--- src/rtl/uart_irq_pkg.sv ---
package uart_irq_pkg;
  localparam int NSRC   = 4;
  localparam int SRC_LS = 0;
  localparam int SRC_RX = 1;
  localparam int SRC_TX = 2;
  localparam int SRC_MS = 3;
  localparam int CODE_W = 3;

  typedef logic [CODE_W-1:0] iid_t;

  localparam iid_t IID_NONE = 3'b001;

  // rank 0 is the highest priority and gets the largest code
  function automatic iid_t src_code(int rank);
    return {2'(NSRC - 1 - rank), 1'b0};
  endfunction
endpackage

--- src/rtl/uart_irq_src.sv ---
module uart_irq_src (
  input  logic clk,
  input  logic rst_n,
  input  logic set_i,
  input  logic clr_i,
  output logic pend_o
);
  logic pend_q;
  logic pend_d;
  logic upd;

  // an event in the same cycle as its clear wins
  always_comb begin
    upd    = set_i | clr_i;
    pend_d = set_i | (pend_q & ~clr_i);
  end

  always_ff @(posedge clk or negedge rst_n) begin
    if (!rst_n) begin
      pend_q <= 1'b0;
    end else if (upd) begin
      pend_q <= pend_d;
    end
  end

  assign pend_o = pend_q;
endmodule

--- src/rtl/uart_irq_prio.sv ---
module uart_irq_prio
  import uart_irq_pkg::*;
(
  input  logic [NSRC-1:0] act_i,
  output iid_t            iid_o,
  output logic [NSRC-1:0] grant_o
);
  always_comb begin
    iid_o   = IID_NONE;
    grant_o = '0;
    // walk from the lowest rank upward so the highest active rank wins
    for (int i = NSRC - 1; i >= 0; i--) begin
      if (act_i[i]) begin
        iid_o   = src_code(i);
        grant_o = '0;
        grant_o[i] = 1'b1;
      end
    end
  end
endmodule

--- src/rtl/uart_irq_ident.sv ---
module uart_irq_ident
  import uart_irq_pkg::*;
#(
  parameter int IIR_W = 8
) (
  input  logic             clk,
  input  logic             rst_n,
  input  logic [3:0]       irq_en,
  input  logic             ls_evt,
  input  logic             rx_evt,
  input  logic             tx_evt,
  input  logic             ms_evt,
  input  logic             rd_iir,
  input  logic             rd_rbr,
  input  logic             rd_lsr,
  input  logic             rd_msr,
  input  logic             wr_thr,
  output logic [IIR_W-1:0] iir_o,
  output logic             irq_o
);
  logic [NSRC-1:0] set_v;
  logic [NSRC-1:0] clr_v;
  logic [NSRC-1:0] pend_v;
  logic [NSRC-1:0] act_v;
  logic [NSRC-1:0] grant_v;
  iid_t            iid;

  always_comb begin
    set_v         = '0;
    set_v[SRC_LS] = ls_evt;
    set_v[SRC_RX] = rx_evt;
    set_v[SRC_TX] = tx_evt;
    set_v[SRC_MS] = ms_evt;

    clr_v         = '0;
    clr_v[SRC_LS] = rd_lsr;
    clr_v[SRC_RX] = rd_rbr;
    // identification read releases transmit-empty only when it is shown
    clr_v[SRC_TX] = wr_thr | (rd_iir & grant_v[SRC_TX]);
    clr_v[SRC_MS] = rd_msr;
  end

  for (genvar g = 0; g < NSRC; g++) begin : g_src
    uart_irq_src u_src (
      .clk    (clk),
      .rst_n  (rst_n),
      .set_i  (set_v[g]),
      .clr_i  (clr_v[g]),
      .pend_o (pend_v[g])
    );
  end

  assign act_v = pend_v & irq_en;

  uart_irq_prio u_prio (
    .act_i   (act_v),
    .iid_o   (iid),
    .grant_o (grant_v)
  );

  assign iir_o = IIR_W'(iid);
  assign irq_o = ~iid[0];
endmodule

--- config.mk ---
export PLATFORM = sky130hd
export DESIGN_NAME = uart_irq_ident
export DESIGN_NICKNAME = d
export VERILOG_FILES = /design/src/rtl/uart_irq_pkg.sv /design/src/rtl/uart_irq_src.sv /design/src/rtl/uart_irq_prio.sv /design/src/rtl/uart_irq_ident.sv
export SDC_FILE = /design/constraint.sdc
export NUM_CORES = 1
export LEC_CHECK = 0
export BUFFER_PORTS_ARGS = -buffer_cell sky130_fd_sc_hd__buf_2
export CAP_MARGIN = 30
export CORE_AREA = 2 2 39 41
export CTS_CLUSTER_SIZE = 40
export DETAILED_ROUTE_END_ITERATION = 10
export DIE_AREA = 0 0 41 43
export SLEW_MARGIN = 0
export SYNTH_ARGS = -nofsm -noshare
export SYNTH_HDL_FRONTEND = slang
export SYNTH_SLANG_ARGS = --single-unit
--- constraint.sdc ---
create_clock -name clk -period 1.8 [get_ports clk]
set_clock_uncertainty 0.2 [all_clocks]
set_input_delay 0.36 -clock clk [delete_from_list [all_inputs] [get_ports clk]]
set_output_delay 0.36 -clock clk [all_outputs]
set_load 0.1 [all_outputs]
## Word-level counts from Yosys, hierarchy flattened

Index checks and enable logic that the tools add are counted.

| word-level totals | value |
|---|---|
| bits in registers | 4 |
| bits of input ports | 15 |
| logic and storage cells | 31 |
| output and inout port bits | 9 |

| operators by class | value |
|---|---|
| mux-type cells | 7 |
| bitwise operators | 20 |

Operators by type and width:

| cell | count |
|---|---|
| $mux W3 | 5 |
| $or A1 B1 Y1 | 9 |
| $and A1 B1 Y1 | 5 |
| $not A1 Y1 | 5 |
| $and A4 B4 Y4 | 1 |
| $mux W2 | 1 |
| $mux W1 | 1 |

## Depth between registers and ports, before layout

| depth | value |
|---|---|
| word-level depth | 9 |
| depth in mapped cells | 2 |
| mapped depth without buffers | 2 |

## Cells and area by module

From an unflattened synthesis, not the netlist that was laid out.

| second synthesis, totals | value |
|---|---|
| cells, all modules | 33 |
| area, all modules | 279.0 µm² |

By module, submodules not included:

| module | times used | area each (µm²) | cells an instance |
|---|---|---|---|
| uart_irq_src | 4 | 36.3 | 3 |
| uart_irq_ident | 1 | 77.6 | 12 |
| uart_irq_prio | 1 | 56.3 | 9 |

## Least setup slack after synthesis

Ideal clock, no wire load.

| timing | value |
|---|---|
| kind | register to output |
| start | register g_src[1].u_src.pend_q |
| end | output port iir_o[0] |
| buffers on the path | 0 |
| setup slack | -2.115 ns |
| stages on the path, launching flop included | 3 |
| data arrival time | 3.355 ns |
| data required time | 1.240 ns |
| path through | dfrtp_1 a22o_1 a221oi_1 |

| between the ends | value |
|---|---|
| cells in the longest elaborated chain, start to end | 3 |

RTL lines:

| element | line | RTL |
|---|---|---|
| start: declaration | uart_irq_src.sv:8 | `logic pend_q;` |
| start signal: assignment | uart_irq_src.sv:22 | `pend_q <= pend_d;` |
| $and A4 B4 Y4 | uart_irq_ident.sv:53 | `assign act_v = pend_v & irq_en;` |
| $mux W3 (2 in series) | uart_irq_prio.sv:13 | `if (act_i[i]) begin` |
| end: declaration | uart_irq_ident.sv:18 | `output logic [IIR_W-1:0] iir_o,` |

Every way passes these cells.

## Worst setup path in the final report

Ends and elaborated chain as after synthesis.

==> metrics.csv <==
stage,metric,value,unit
logic_synthesis,cell count after synthesis,24,
logic_synthesis,"Distinct cells, synth",13,
sta,Final period util,1.10,
logic_synthesis,"area leader, netlist",dfrtp_1,
clocking,CTS Buf Count,3,
global_route,vias in the first global route,263,
place,PortBufs,18,
worst_setup_path,"Cell Chain, Critical Path",a22o_4 > buf_6 > a221oi_4 > buf_12,
logic_synthesis,Post-synth EDFFs,0,
logic_synthesis,cell area after synthesis,239,µm²
clocking,clk_lat worst skew,230,ps
worst_hold_path,worst hold start,ls_evt,
cells_and_area,area of the multi-input gates,134,µm²
pwr,switching share of total power,0.420,
pwr,Max IR drop VDD,0.408,mV
die,die height,43,µm
worst_setup_path,critical path's top delay family,compound AO/OA/AOI/OAI gates,
logic_synthesis,yosys warns,0,
sta,max-slew violations,0,
die,num rows,14,
place,GPL Wtd Cong,0.553,
sta,setup TNS,-438,ps
global_route,Tot GR Track Use,0.0836,
logic_synthesis,Synth top cells by count,"buf_4, dfrtp_1, a21o_1, inv_1",
worst_setup_path,Arrival @ worst endpoint,1420,ps
routing,Iter 0 DRT Violations,0,
pwr,sw power,0.000177,W
worst_hold_path,Hold Crit Class,in -> reg,
worst_setup_path,cells on worst reg2reg path,6,
die,Initial Util,0.173,
die,die area,1760,µm²
pwr,pwr dens,858,nW/µm²
clocking,CTS Buffer Depth,2,
logic_synthesis,Avg Synthesized Cell Area,9.96,µm²
routing,1st-pass router iterations,1,
pwr,Clk pwr share,0.256,
logic_synthesis,post-synthesis async set-or-reset flop share,1.00,
worst_setup_path,critical path's slowest cell,dfrtp_1,
logic_synthesis,Area contributors post-synth,"dfrtp_1, buf_4, a21o_1",
logic_synthesis,most numerous cell in the Yosys netlist,buf_4,
worst_hold_path,Hold EP,g_src[0].u_src.pend_o$_DFFE_PN0P_,
cells_and_area,final net count,68,
routing,DR WL/cell,9.16,µm
cells_and_area,Register Area,100,µm²
logic_synthesis,"Seq/Total Area, Yosys",0.419,
sta,RSZ-0062 raised after global routing,true,
sta,"Hold Vio Cnt, Final",0,
sta,setup violators final,3,
global_route,pin count of the biggest net entering global routing,5,
logic_synthesis,top cell type's share of synthesized area,0.419,
cells_and_area,fraction of layout cells with a size suffix above 1,0.608,
worst_setup_path,Reg-to-Reg End,g_src[2].u_src.pend_o$_DFFE_PN0P_,
place,dpl hpwl,525,µm
cells_and_area,Synth-to-Final Area Change,106,%
pwr,Pint,0.000245,W
die,Core Box Area,1380,µm²
pwr,Seq pwr share,0.248,
clocking,CTS Root Cell,clkbuf_4,
clocking,Worst-path clk slew,40,ps
worst_setup_path,startpoint types,register,
routing,Final ANT Viol Nets,0,
worst_setup_path,CP max stage delay,380,ps
pwr,Comb pwr share,0.496,
global_route,initial antenna violation count,0,
global_route,met1 GRT Util,0.0877,
sta,f_max,505,MHz
global_route,Top Usage Layer GRT,met2,
global_route,total grt overflow,0,
outcome,status,"complete, but fails checks",
outcome,violated checks,negative setup slack,
clocking,CTS sink count,4,
global_route,met2 usage,0.128,
cells_and_area,max reg flops,4,
worst_setup_path,CP Capture Type,output pin,
clocking,CTS tree,yes,
worst_setup_path,CP Buf/Inv Count,2,
logic_synthesis,#FFs+latches synth,4,
worst_setup_path,Reg2Reg Setup Slack,230,ps
routing,final wirelength,614,µm
routing,vias per cell,4.06,
logic_synthesis,most frequently used flop master after synthesis,dfrtp_1,
pwr,Leak,0.260,nW
routing,DRC violations left,0,
die,Die W,41,µm
clocking,H-tree depth,1,
pwr,total power,0.000422,W
sta,min setup slack post-route,-181,ps
die,num ports,24,
flow_run,Max-cap violations,0,
worst_setup_path,Critical Path RT,1240,ps
worst_hold_path,Min-Delay Path Depth,2,
sta,Final min period,1980,ps
global_route,grt met3 use,0.0628,
cells_and_area,FILL cells,159,
worst_setup_path,reg-to-reg startpoint,g_src[1].u_src.pend_o$_DFFE_PN0P_,
global_route,first-pass GRT wire length,966,µm
routing,via count,272,
worst_setup_path,Worst Path Max Fanout,2,
worst_setup_path,critical path class,reg -> out,
cells_and_area,diodes inserted,0,
cells by family after synthesis:
logic type | count (synthesis) | synth area share
AOI/OAI and AO/OA | 8 | 0.288
buffers and inverters | 8 | 0.204
DFF | 4 | 0.419
other | 1 | 0.0157
and+or+nand+nor | 3 | 0.0733
power groups by stage:
stage / clock [W] / combinational (W) / sequential (W)
floorplan: 0 / 0.000141 / 0.000105
global placement: 0 / 0.000195 / 0.000106
detailed placement: 0 / 0.000196 / 0.000106
CTS: 0.000116 / 0.000207 / 0.000105
global route: 0.000122 / 0.000219 / 0.000106
finish: 0.000108 / 0.000209 / 0.000105
per-layer routing:
metal  part of all wire  routed length [µm]
met3               0.12                  76
met4                  0                   0
met2               0.50                 304
met5                  0                   0
met1               0.38                 233
worst max path at each step:
| stage | slack (ps) | from | cells past startpoint | to |
|---|---|---|---|---|
| 6_report | -180 | g_src[1].u_src.pend_o$_DFFE_PN0P_ | 4 | iir_o[0] |
| 5_1_grt | -230 | g_src[1].u_src.pend_o$_DFFE_PN0P_ | 4 | iir_o[0] |
| 4_1_cts | -210 | g_src[1].u_src.pend_o$_DFFE_PN0P_ | 4 | iir_o[0] |
| 3_5_place_dp | -60 | irq_en[1] | 4 | irq_o |
| 3_3_place_gp | -50 | irq_en[1] | 4 | irq_o |
| 2_1_floorplan | -360 | g_src[1].u_src.pend_o$_DFFE_PN0P_ | 2 | iir_o[0] |
stage by stage:
| step | utilization | instances | hold slack (ps) | setup slack [ps] | cell area (µm²) |
|---|---|---|---|---|---|
| after CTS | 0.350 | 66 | 95.6 | -208 | 484 |
| after global placement | 0.311 | 61 | -30.6 | -51.9 | 430 |
| final | 0.355 | 67 | 104 | -181 | 492 |
| after global routing | 0.355 | 67 | 103 | -234 | 492 |
| after floorplan | - | 28 | -136 | -364 | 283 |
| after detailed placement | 0.311 | 61 | -28.2 | -61.0 | 430 |
cell type report:
type | count | area share
Timing Repair Buffer | 25 | 0.415
Multi-Input combinational cell | 16 | 0.272
Tap cell | 16 | 0.0407
Inverter | 3 | 0.0229
Sequential cell | 4 | 0.204
Clock buffer | 3 | 0.0458
placed cells by master (no fill, tap or decap):
cell type      Yosys  layout
nor2b_1            1       1
a21o_1             3       3
dlygate4sd3_1      0       1
dfrtp_1            4       4
inv_1              3       3
clkbuf_4           0       3
buf_2              0      14
conb_1             1       5
buf_4              5       4
nand2_1            1       1
buf_6              0       3
o22a_1             1       1
nand3b_1           1       1
a22o_4             0       1
buf_12             0       3
a221oi_4           0       1
a221o_2            0       1
a32o_2             0       1
repair_timing:
action                     CTS  global route
pin swaps                    1             1
resized for setup            4             1
hold endpoints to repair     4             0
hold buffers                 1             0
setup endpoints to repair    3             4
setup buffers                1             2
(Power assumes the default switching activity.)
